==> src/rtl/sdr_pkg.sv <==
package sdr_pkg;

    typedef enum logic [0:0] {
        ST_IDLE = 1'b0,
        ST_EXEC = 1'b1
    } state_t;

    typedef enum logic [2:0] {
        RT_BIND,
        RT_REBIND,
        RT_RESERVED,
        RT_UNBOUND,
        RT_TO_2D,
        RT_TO_3D,
        RT_TO_CMP,
        RT_UNSERVED
    } route_t;

    localparam logic [15:0] CLS_2D  = 16'h902D;
    localparam logic [15:0] CLS_3D  = 16'hB197;
    localparam logic [15:0] CLS_CMP = 16'hB1C0;
    localparam logic [15:0] CLS_I2M = 16'hA140;
    localparam logic [15:0] CLS_DMA = 16'hB0B5;

    localparam int ENG_2D  = 0;
    localparam int ENG_3D  = 1;
    localparam int ENG_CMP = 2;
    localparam int NUM_ENG = 3;

    localparam int FLAG_REBIND  = 0;
    localparam int FLAG_UNBOUND = 1;
    localparam int FLAG_UNIMPL  = 2;
    localparam int NUM_FLAG     = 3;

endpackage

==> src/rtl/sdr_bind_table.sv <==
module sdr_bind_table #(
    parameter int IDX_W = 3,
    parameter int CLS_W = 16
) (
    input  logic             clk,
    input  logic             rst_n,
    input  logic [IDX_W-1:0] rd_idx,
    output logic             rd_bound,
    output logic [CLS_W-1:0] rd_class,
    input  logic             wr_en,
    input  logic [IDX_W-1:0] wr_idx,
    input  logic [CLS_W-1:0] wr_class
);
    localparam int DEPTH = 1 << IDX_W;

    logic [DEPTH-1:0] bound_q;
    logic [CLS_W-1:0] class_q [DEPTH];

    for (genvar i = 0; i < DEPTH; i++) begin : g_entry
        always_ff @(posedge clk) begin
            if (!rst_n) begin
                bound_q[i] <= 1'b0;
                class_q[i] <= '0;
            end else if (wr_en && (wr_idx == IDX_W'(i)) && !bound_q[i]) begin
                bound_q[i] <= 1'b1;
                class_q[i] <= wr_class;
            end
        end


        binding_held_chk: assert property (@(posedge clk) disable iff (!rst_n)
            bound_q[i] |=> (bound_q[i] && (class_q[i] == $past(class_q[i]))));
    end

    assign rd_bound = bound_q[rd_idx];
    assign rd_class = class_q[rd_idx];

endmodule

==> src/rtl/sdr_classify.sv <==
module sdr_classify
    import sdr_pkg::*;
#(
    parameter int METHOD_W       = 13,
    parameter int CLS_W          = 16,
    parameter int RESERVED_LIMIT = 256
) (
    input  logic [METHOD_W-1:0] method,
    input  logic                bound,
    input  logic [CLS_W-1:0]    cls,
    output route_t              route
);
    logic is_bind;
    logic is_reserved;

    assign is_bind     = (method == '0);
    assign is_reserved = (method < METHOD_W'(RESERVED_LIMIT));

    always_comb begin
        route = RT_UNSERVED;
        if (is_bind) begin
            route = bound ? RT_REBIND : RT_BIND;
        end else if (is_reserved) begin
            route = RT_RESERVED;
        end else if (!bound) begin
            route = RT_UNBOUND;
        end else begin
            unique case (cls)
                CLS_W'(CLS_2D):  route = RT_TO_2D;
                CLS_W'(CLS_3D):  route = RT_TO_3D;
                CLS_W'(CLS_CMP): route = RT_TO_CMP;
                CLS_W'(CLS_I2M),
                CLS_W'(CLS_DMA): route = RT_UNSERVED;
                default:         route = RT_UNSERVED;
            endcase
        end
    end

endmodule

==> src/rtl/sdr_engine_port.sv <==
module sdr_engine_port #(
    parameter int METHOD_W = 13,
    parameter int DATA_W   = 32
) (
    input  logic                clk,
    input  logic                rst_n,
    input  logic                fire,
    input  logic [METHOD_W-1:0] method_in,
    input  logic [DATA_W-1:0]   value_in,
    output logic                out_valid,
    output logic [METHOD_W-1:0] out_method,
    output logic [DATA_W-1:0]   out_value
);
    always_ff @(posedge clk) begin
        if (!rst_n) begin
            out_valid  <= 1'b0;
            out_method <= '0;
            out_value  <= '0;
        end else begin
            out_valid <= fire;
            if (fire) begin
                out_method <= method_in;
                out_value  <= value_in;
            end
        end
    end


    one_cycle_strobe_chk: assert property (@(posedge clk) disable iff (!rst_n)
        out_valid |=> !out_valid);

endmodule

==> src/rtl/sdr_sticky_flags.sv <==
module sdr_sticky_flags #(
    parameter int N = 3
) (
    input  logic         clk,
    input  logic         rst_n,
    input  logic         clr,
    input  logic [N-1:0] set,
    output logic [N-1:0] q
);
    always_ff @(posedge clk) begin
        if (!rst_n) begin
            q <= '0;
        end else begin
            q <= (q & ~{N{clr}}) | set;
        end
    end


    flag_hold_chk: assert property (@(posedge clk) disable iff (!rst_n)
        !clr |=> ((q & $past(q)) == $past(q)));

endmodule

==> src/rtl/subch_dispatch_router.sv <==
module subch_dispatch_router
    import sdr_pkg::*;
#(
    parameter int METHOD_W       = 13,
    parameter int SUBCH_W        = 3,
    parameter int DATA_W         = 32,
    parameter int CLS_W          = 16,
    parameter int RESERVED_LIMIT = 256
) (
    input  logic                clk,
    input  logic                rst_n,
    input  logic                wr_valid,
    output logic                wr_ready,
    input  logic [METHOD_W-1:0] wr_method,
    input  logic [SUBCH_W-1:0]  wr_subch,
    input  logic [DATA_W-1:0]   wr_value,
    input  logic                flag_clr,
    output logic                eng2d_valid,
    output logic [METHOD_W-1:0] eng2d_method,
    output logic [DATA_W-1:0]   eng2d_value,
    output logic                eng3d_valid,
    output logic [METHOD_W-1:0] eng3d_method,
    output logic [DATA_W-1:0]   eng3d_value,
    output logic                engcmp_valid,
    output logic [METHOD_W-1:0] engcmp_method,
    output logic [DATA_W-1:0]   engcmp_value,
    output logic                err_rebind,
    output logic                err_unbound,
    output logic                unimpl
);
    state_t state_q, state_d;

    logic [METHOD_W-1:0] cap_method;
    logic [SUBCH_W-1:0]  cap_subch;
    logic [DATA_W-1:0]   cap_value;
    logic                accept;

    logic                tbl_bound;
    logic [CLS_W-1:0]    tbl_class;
    logic                tbl_wr;
    route_t              route;

    logic [NUM_ENG-1:0]  eng_fire;
    logic [NUM_ENG-1:0]  eng_valid;
    logic [METHOD_W-1:0] eng_method [NUM_ENG];
    logic [DATA_W-1:0]   eng_value  [NUM_ENG];
    logic [NUM_FLAG-1:0] flag_set;
    logic [NUM_FLAG-1:0] flag_q;

    assign accept = wr_valid && wr_ready;

    // state register
    always_ff @(posedge clk) begin
        if (!rst_n) begin
            state_q <= ST_IDLE;
        end else begin
            state_q <= state_d;
        end
    end

    always_comb begin
        state_d = state_q;
        unique case (state_q)
            ST_IDLE: if (accept) state_d = ST_EXEC;
            ST_EXEC: state_d = ST_IDLE;
            default: state_d = ST_IDLE;
        endcase
    end

    always_ff @(posedge clk) begin
        if (!rst_n) begin
            cap_method <= '0;
            cap_subch  <= '0;
            cap_value  <= '0;
        end else if (accept) begin
            cap_method <= wr_method;
            cap_subch  <= wr_subch;
            cap_value  <= wr_value;
        end
    end

    sdr_bind_table #(
        .IDX_W (SUBCH_W),
        .CLS_W (CLS_W)
    ) u_table (
        .clk      (clk),
        .rst_n    (rst_n),
        .rd_idx   (cap_subch),
        .rd_bound (tbl_bound),
        .rd_class (tbl_class),
        .wr_en    (tbl_wr),
        .wr_idx   (cap_subch),
        .wr_class (cap_value[CLS_W-1:0])
    );

    sdr_classify #(
        .METHOD_W       (METHOD_W),
        .CLS_W          (CLS_W),
        .RESERVED_LIMIT (RESERVED_LIMIT)
    ) u_classify (
        .method (cap_method),
        .bound  (tbl_bound),
        .cls    (tbl_class),
        .route  (route)
    );

    // output process
    always_comb begin
        wr_ready = 1'b0;
        tbl_wr   = 1'b0;
        eng_fire = '0;
        flag_set = '0;
        unique case (state_q)
            ST_IDLE: wr_ready = 1'b1;
            ST_EXEC: begin
                unique case (route)
                    RT_BIND:     tbl_wr = 1'b1;
                    RT_REBIND:   flag_set[FLAG_REBIND]  = 1'b1;
                    RT_RESERVED: flag_set[FLAG_UNIMPL]  = 1'b1;
                    RT_UNBOUND:  flag_set[FLAG_UNBOUND] = 1'b1;
                    RT_TO_2D:    eng_fire[ENG_2D]  = 1'b1;
                    RT_TO_3D:    eng_fire[ENG_3D]  = 1'b1;
                    RT_TO_CMP:   eng_fire[ENG_CMP] = 1'b1;
                    RT_UNSERVED: flag_set[FLAG_UNIMPL]  = 1'b1;
                    default:     flag_set[FLAG_UNIMPL]  = 1'b1;
                endcase
            end
            default: wr_ready = 1'b0;
        endcase
    end

    for (genvar e = 0; e < NUM_ENG; e++) begin : g_port
        sdr_engine_port #(
            .METHOD_W (METHOD_W),
            .DATA_W   (DATA_W)
        ) u_port (
            .clk        (clk),
            .rst_n      (rst_n),
            .fire       (eng_fire[e]),
            .method_in  (cap_method),
            .value_in   (cap_value),
            .out_valid  (eng_valid[e]),
            .out_method (eng_method[e]),
            .out_value  (eng_value[e])
        );
    end

    sdr_sticky_flags #(
        .N (NUM_FLAG)
    ) u_flags (
        .clk   (clk),
        .rst_n (rst_n),
        .clr   (flag_clr),
        .set   (flag_set),
        .q     (flag_q)
    );

    assign eng2d_valid   = eng_valid[ENG_2D];
    assign eng2d_method  = eng_method[ENG_2D];
    assign eng2d_value   = eng_value[ENG_2D];
    assign eng3d_valid   = eng_valid[ENG_3D];
    assign eng3d_method  = eng_method[ENG_3D];
    assign eng3d_value   = eng_value[ENG_3D];
    assign engcmp_valid  = eng_valid[ENG_CMP];
    assign engcmp_method = eng_method[ENG_CMP];
    assign engcmp_value  = eng_value[ENG_CMP];
    assign err_rebind    = flag_q[FLAG_REBIND];
    assign err_unbound   = flag_q[FLAG_UNBOUND];
    assign unimpl        = flag_q[FLAG_UNIMPL];


    busy_after_accept_chk: assert property (@(posedge clk) disable iff (!rst_n)
        accept |=> !wr_ready);


    ready_returns_chk: assert property (@(posedge clk) disable iff (!rst_n)
        !wr_ready |=> wr_ready);


    single_engine_chk: assert property (@(posedge clk) disable iff (!rst_n)
        $onehot0(eng_valid));


    unbound_dropped_chk: assert property (@(posedge clk) disable iff (!rst_n)
        (state_q == ST_EXEC && !tbl_bound) |=> (eng_valid == '0));


    strobe_needs_exec_chk: assert property (@(posedge clk) disable iff (!rst_n)
        (state_q == ST_IDLE) |=> (eng_valid == '0));

endmodule

==> config.mk <==
export PLATFORM = sky130hd
export DESIGN_NAME = subch_dispatch_router
export DESIGN_NICKNAME = d
export VERILOG_FILES = /design/src/rtl/sdr_pkg.sv /design/src/rtl/sdr_bind_table.sv /design/src/rtl/sdr_classify.sv /design/src/rtl/sdr_engine_port.sv /design/src/rtl/sdr_sticky_flags.sv /design/src/rtl/subch_dispatch_router.sv
export SDC_FILE = /design/constraint.sdc
export NUM_CORES = 1
export LEC_CHECK = 0
export CAP_MARGIN = 10
export CORE_MARGIN = 2
export CORE_UTILIZATION = 25
export DETAILED_ROUTE_END_ITERATION = 8
export SYNTH_ARGS = -nofsm -noshare
export SYNTH_HDL_FRONTEND = slang
export SYNTH_HIERARCHICAL = 1
export SYNTH_SLANG_ARGS = --single-unit
==> constraint.sdc <==
create_clock -name clk -period 6.5 [get_ports clk]
set_clock_uncertainty 0.2 [all_clocks]
set_input_delay 0.65 -clock clk [delete_from_list [all_inputs] [get_ports clk]]
set_output_delay 0.65 -clock clk [all_outputs]
set_load 0.02 [all_outputs]
---- Word level (Yosys, flattened, before mapping) ----
Memory sizes are Yosys's and may differ from the RTL's. A register that Yosys moved wholly into a read port is not among the register bits.
Index checks and enable logic that the tools add are counted.
W data, S select, Z words.
word-level totals
  memory bits (read-only) ................. 0
  bits in writable memories ............... 128
  output and inout port bits .............. 142
  word-level logic and storage cells ...... 138
  input bits .............................. 52
  memories ................................ 1
  latch bits .............................. 0
  register bits after elaboration ......... 198
cells by class
  multipliers ............................. 0
  mux-type cells .......................... 55
  shifts and indexed selects .............. 0
  reductions and logical operators ........ 29
  bitwise gates (word level) .............. 12
  equality and inequality tests ........... 17
  order comparisons ....................... 2
  $add $sub $neg .......................... 0
  div/mod/pow operators ................... 0
memory list
  name             depth  width  rd ports  clocked after Yosys merged registers in  write ports  RTL line              text
  u_table.class_q  8      16     1         1                                        8            sdr_bind_table.sv:17  logic [CLS_W-1:0] class_q [DEPTH];
operators with widths
  kind                    number
  $mux W16                8
  $eq A16 B16 Y1 const B  3
  $mux W1                 37
  $eq A3 B3 Y1 const B    8
  $mux W3                 7
  $logic_and A1 B1 Y1     17
  $logic_not A13 Y1       1
  $lt A13 B9 Y1 const B   1
  $eq A3 B2 Y1 const B    4
  $logic_not A1 Y1        8
  $or A1 B1 Y1            8
  $eq A3 B1 Y1 const B    2
  $logic_not A3 Y1        2
  $pmux W2 S3             1
  $lt A3 B4 Y1 const B    1
  $and A3 B3 Y3           1
  $bmux W1 S3             1
  $not A3 Y3              1
  $or A3 B3 Y3            1
  $pmux W1 S2             1
  $reduce_or A2 Y1        1
  $not A1 Y1              1

---- Logic depth before layout (Yosys ltp) ----
Gate-level depths: netlist (run 1).
  depth after elaboration ................. 14
  depth in mapped cells ................... 14
  depth with buffers taken out ............ 10

---- Cells and area by module ----
The synthesis (run 1) kept the hierarchy.
modules (own cells, without submodules)
  module                 cells each  instances  area an instance (µm²)  sequential area each (µm²)
  sdr_bind_table         418         1          6287.3                  4003.8
  sdr_engine_port        147         3          1770.4                  920.9
  subch_dispatch_router  225         1          2013.2                  980.9
  sdr_classify           26          1          171.4                   0.0
  sdr_sticky_flags       9           1          101.3                   60.1

---- Worst setup path after synthesis (run 1) ----
OpenSTA, ideal clock, no wires.
  path type ............................... register -> register
  from .................................... reg cap_subch[2]
  to ...................................... mem u_table.class_q[0][0], enable pin
  clock period less this slack ............ 5.672 ns
  setup time .............................. 0.436 ns
  path buffers ............................ 3
  required time ........................... 5.864 ns
  cell stages (with the launch flop) ...... 13
  setup slack ............................. 0.828 ns
  arrival time ............................ 5.036 ns
  cells stage by stage .................... dfxtp_1 > clkbuf_1 > clkbuf_1 > mux4_2 > mux2_2 > nand4bb_1 > or3_1 > o31a_1 > a211o_1 > nor3_1 > clkbuf_1 > nand2b_1 > o41ai_1
RTL lines
  item                    RTL line                     text
  from (decl)             subch_dispatch_router.sv:34  logic [SUBCH_W-1:0] cap_subch;
  from (signal assigned)  subch_dispatch_router.sv:77  cap_subch <= wr_subch;
  to (decl)               sdr_bind_table.sv:17

==> results.cfg, run 1 <==
[yosys]
syn_nets = 1171
ys_seq_area_share_pct = 56.2
synth-async-reset-ratio_pct = 0
yosysWarnings = 6
synthTopCellsByArea = dfxtp_1 (29%), edfxtp_1 (28%), mux2i_1 (13%)
synth_edf_count = 128
synth_top_area_cell = dfxtp_1
synth_top_area_share_pct = 28.5
synth_seq_cells = 326
syn_area_per_cell_sq_um = 12.4
synthesis.area_sq_um = 13900
syn-instance-count = 1119
synth_cell_types = 45
synth_flop_cell = dfxtp_1

[setup_path]
path_cells = mux4_1 > mux2_2 > nand4bb_1 > or3_1 > o31a_1 > a211o_1 > nor3_1 > buf_4 > nand2b_1 > o21ai_1 > buf_4
startpoint_type = register
crit_arrival_ps = 4970
cpMostUsedCell = buf_4
path_class = register to register
path_max_fanout = 56
slowest_stage = dfxtp_4
required_ps = 6500
end_kind = register
max_stage_delay_ps = 870

[pwr]
p_sw_share_pct = 22.5
sequentialPowerShare_pct = 49.7
internal-power_w = 0.00346
ir_worst_vdd_uv = 189
pwr-share-comb_pct = 5.9
switching_power_w = 0.00100
p_leak_nw = 5.59
pwr-share-clk_pct = 44.3
p_per_area_nw_per_um2 = 255

[sta]
slew_viol_final = 0
rsz0062_at_grt = no
relSlewSlack_pct = 30.8
fin_crit_ps = 4970
fin_crit_sh_pct = 76.4
worst_slew_pin_slew_ps = 1040
hold_viol_final = 0
finalSetupTns_ps = 0
fmax_mhz = 201
setup_viol = 0

[global_route]
antenna_found_initial = 0
grt_usage_pct = 12.7
grt_max_degree = 180
grt_pass1_wl_microns = 56400
grt-ovfl-total = 0
first_global_vias = 9085

[floorplan]
start_util_pct = 25.3
die_w_microns = 240
io_pins = 194
die_y_microns = 240
die_area_sq_um = 57400
coreArea_sq_um = 55000
placementRows = 86

[drt]
wirelength_met1_microns = 15200
dr.max_layer_used = met4
routed_wirelength_microns = 36900
wl_met3_microns = 2570
dr_wl_met2_microns = 18200
wl_per_cell_microns = 18.0
vias = 9184
firstDrtPassIters = 4
ant_nets = 0
viasPerCell = 4.47
route.detailed.drc = 0
drt_iter0_drc = 508

[min_path]
hp-class = register to register

[cells_and_area]
fin_cells = 2054
drive_gt1_share_pct = 9.11
n_antenna_cell = 0
area_growth_pct = 26.0
nets = 1332
fill_cells = 5561

[cts]
path_clk_slew_ps = 60
cts.root.buffer_cell = clkbuf_16
cts_tree = built
h-tree-depth = 2
cts_resized = 0
numCtsBuffers = 34
clkLatencyLatePin_ps = 530
clock_sinks = 326
cts_setup_buffers = 0
clockBufferDepth = 3
cts.hold.buffers_added = 0

[placement]
port_buffers = 193
gp_congestion = 0.783
dp_cells = 1992
hpwl_microns = 23500

[flow_run]
cap_violations = 0

[run_status]
status = finished, final reports clean
==> cell type report <==
| type | count | area, sq um | share of cell area [%] |
|---|---|---|---|
| repair buffers | 219 | 2150 | 12.3 |
| inverters | 20 | 75.1 | 0.429 |
| clock inverters | 14 | 125 | 0.715 |
| clock buffers | 48 | 1010 | 5.77 |
| multi-input cells | 679 | 5380 | 30.8 |
| flip-flops and latches | 326 | 7810 | 44.7 |
| well taps | 748 | 936 | 5.35 |
==> per-layer routing <==
metal,global-route usage (%),up-vias
li1,-,4338
met1,15.5,4503
met2,21.6,288
met3,3.39,55
met4,4.64,0
met5,0,-
==> stage by stage <==
| step | hold WS (ps) | instance area, sq um | power, W | utilization [%] | setup slack [ps] |
|---|---|---|---|---|---|
| finish | 291 | 17500 | 0.00446 | 31.8 | 1530 |
| global route | 311 | 17500 | 0.00462 | 31.8 | 1230 |
| CTS | 292 | 17500 | 0.00452 | 31.8 | 1510 |
| detailed placement | 278 | 16400 | 0.00253 | 29.8 | 1540 |
| global placement | 251 | 16400 | 0.00253 | 29.8 | 1560 |
| floorplan | 231 | 13900 | 0.00242 | - | 828 |
==> cells by family (layout without fill, tap and decap cells) <==
kind of cell	after synthesis	in the layout	share of synthesized area, %
buffers and inverters	114	301	5.29
muxes	235	235	20.8
xor gates and xnor gates	1	1	0.0631
and+or+nand+nor	420	420	16.4
DFF	326	326	56.2
AOI/OAI and AO/OA	23	23	1.15
==> cell usage in the layout (no fill, tap or decap), drive strengths merged, types with 7 or more instances in the layout <==
| cell type | n |
|---|---|
| buf | 27 |
| clkbuf | 48 |
| clkdlybuf4s50 | 192 |
| clkinv | 10 |
| dfxtp | 198 |
| edfxtp | 128 |
| inv | 20 |
| mux2 | 18 |
| mux2i | 183 |
| mux4 | 34 |
| nand2 | 103 |
| nor2b | 140 |
| nor3 | 100 |
| nor4 | 36 |
| o21a | 7 |
| o21ai | 8 |
==> sequential cells by signal, summed over array words and instances, names as in the netlist <==
register and flops:
u_table/class_q 128, cap_value 32, state_q 1, cap_method 13, g_port.u_port/out_method 39, g_port.u_port/out_value 96, u_table/bound_q 8, cap_subch 3
g_port.u_port/out_valid 3, u_flags/q 3
==> worst paths after layout <==
check	from	end	slack [ps]	depth (start not counted)
worst max-delay path	cap_subch[0]	u_table/class_q[6][12]	1530	11
worst min-delay path	cap_value[29]	cap_value[29]	290	2
worst max register to register	cap_subch[0]	u_table/class_q[6][12]	1530	11
worst min register to register	cap_value[29]	cap_value[29]	290	2
==> Yosys cell counts, types with 12 or more instances <==
cell,n
buf_12,12
clkbuf_1,48
dfxtp_1,198
edfxtp_1,128
inv_1,20
mux2_2,18
mux2i_1,183
mux4_1,24
nand2_1,103
nor2b_1,140
nor3_1,100
nor4_1,36
==> worst max-delay path, delay by kind of cell (launching register included) <==
kind / cells / cell delay (ps)
buffers and inverters: 2 / 600
and+or+nand+nor: 4 / 930
muxes: 2 / 920
DFF: 1 / 870
AOI/OAI and AO/OA: 3 / 1080
==> power by group through the flow <==
stage	Combinational (W)	Sequential [W]	Clock (W)
after floorplan	0.000187	0.00223	0
final	0.000265	0.00222	0.00198
after global placement	0.000264	0.00226	0
after detailed placement	0.000267	0.00226	0
after global routing	0.000286	0.00222	0.00211
after CTS	0.000268	0.00222	0.00203
No activity file was read; power rests on OpenSTA's default activity.
==> inputs of run 2 (changes only) <==
clock period = 4.7 ns   (was 6.5 ns; I/O delays follow)
==> run 2 against run 1 <==
Cell area grew 1.5%. Worst setup slack worse by 1300 ps. Via count down 0.17%. Non-clock buffer count up 8. Combinational power grew 49%. Clock power up 48%. Sequential power grew 38%. Critical path depth increased by 1.
==> results.cfg, run 2 (synthesis results as in run 1) <==
[setup_path]
r2r-start = cap_subch[0]
crit_arrival_ps = 4420
path_cells = buf_4 > mux4_1 > mux2_2 > nand3b_1 > nor4_1 > nand2b_1 > a211o_1 > nor3_1 > buf_4 > nand2b_1 > o41ai_4 > buf_4
end_kind = register
path_max_fanout = 21
startpoint_type = register
path_buf_inv = 3
required_ps = 4700
cpMostUsedCell = buf_4
r2r-end = u_table/class_q[0][12]
r2r_cells = 12
path_class = register to register
slowest_stage = dfxtp_4
max_stage_delay_ps = 610
critPathTopFamily = simple AND/OR/NAND/NOR gates
rrSetupSlack_ps = 280

[floorplan]
placementRows = 86
die_w_microns = 240
io_pins = 194
coreArea_sq_um = 55000
die_area_sq_um = 57400
start_util_pct = 25.3
die_y_microns = 240

[global_route]
grt_usage_pct = 12.4
antenna_found_initial = 0
grt-ovfl-total = 0
grt_pass1_wl_microns = 55800
grt_max_degree = 170
first_global_vias = 9182

[pwr]
p_leak_nw = 5.71
ir_worst_vdd_uv = 314
p_per_area_nw_per_um2 = 360

[cts]
cts_resized = 0
cts_setup_buffers = 0
h-tree-depth = 2
cts.hold.buffers_added = 0
cts.root.buffer_cell = clkbuf_16
cts_tree = built
numCtsBuffers = 36
clockBufferDepth = 3
clkLatencyLatePin_ps = 520
path_clk_slew_ps = 60
clock_sinks = 326

[cells_and_area]
regMostFlops = u_table/class_q
largest_reg_flops = 128
n_antenna_cell = 0
drive_gt1_share_pct = 9.89
fin_util_pct = 32.3
final_common_cell = dfxtp_1
final_cell_mix = dfxtp_1 (197), clkdlybuf4s50_1 (192), mux2i_1 (183)
area_growth_pct = 27.9
largestRegisters = u_table/class_q (128), g_port.u_port/out_value (96), g_port.u_port/out_method (39)
nets = 1342

[min_path]
hp-class = input pin to register
whs_endpoint = u_flags/q[2]
hold_path_depth = 2
min-delay-start = rst_n

[sta]
hold_viol_final = 0
fin_crit_sh_pct = 94.0
setup_viol = 0
fin_crit_ps = 4420
rsz0062_at_grt = no
holdWs_ps = 270
slew_viol_final = 0
worst_slew_pin_slew_ps = 849
relSlewSlack_pct = 43.4
fmax_mhz = 226

[run_status]
status = finished, final reports clean

[drt]
dr.max_layer_used = met4
wirelength_met1_microns = 15400
ant_nets = 0
firstDrtPassIters = 4
routed_wirelength_microns = 36200
wl_met3_microns = 2130
dr_wl_met2_microns = 17800
drt_iter0_drc = 510
viasPerCell = 4.44
wl_per_cell_microns = 17.6
route.detailed.drc = 0
vias = 9168

[placement]
hpwl_microns = 23100
gp_congestion = 0.818
port_buffers = 193

[flow_run]
cap_violations = 0
-- run 2: cell types whose count changed in the layout (fill, tap and decap cells not counted), moves of 2 or more --
| cell | delta |
|---|---|
| o41ai_2 | -2 |
| buf_12 | +6 |
| inv_6 | +2 |
| bufinv_16 | +3 |
| o41ai_4 | +2 |
| clkinvlp_2 | -2 |
-- run 2: worst max path at each step --
stage / startpoint / end / slack (ps) / depth (start not counted)
5_1_grt: cap_subch[0] / u_table/class_q[1][12] / 110 / 12
4_1_cts: cap_subch[0] / u_table/class_q[0][8] / 190 / 12
3_3_place_gp: cap_subch[0] / u_table/class_q[1][5] / 320 / 12
3_5_place_dp: cap_subch[0] / u_table/class_q[1][5] / 230 / 12
6_report: cap_subch[0] / u_table/class_q[0][12] / 280 / 12
2_1_floorplan: cap_subch[2] / u_table/class_q[7][0] / -410 / 12
-- run 2: final cells by class --
cell class              count  area, sq um
inverters                  20         75.1
well taps                 748          936
clock inverters            15          211
multi-input cells         679         5410
fillers                  5519        37200
flip-flops and latches    326         7810
repair buffers            227         2300
clock buffers              48         1020
-- run 2: per-layer routing --
metal	vias to the layer above	track usage (%)
li1	4359	-
met1	4541	15.3
met2	217	21.2
met3	51	2.95
met4	0	4.09
met5	-	0
-- run 2: through the flow --
stage               total power, W  cells  worst slack [ps]  cell area (sq um)  setup TNS (ps)
floorplan                  0.00335   1119              -412              13900          -17370
CTS                        0.00647   2062               192              17700               0
global route               0.00661   2063               109              17800               0
detailed placement         0.00351   1999               229              16500               0
finish                     0.00639   2063               280              17800               0
global placement           0.00350   1999               321              16500               0
-- run 2: report_power, final --
group	switching [W]	internal, W	total (W)
Clock	0.00114	0.00180	0.00294
Combinational	0.000216	0.000179	0.000395
Sequential	0.0000587	0.00300	0.00306
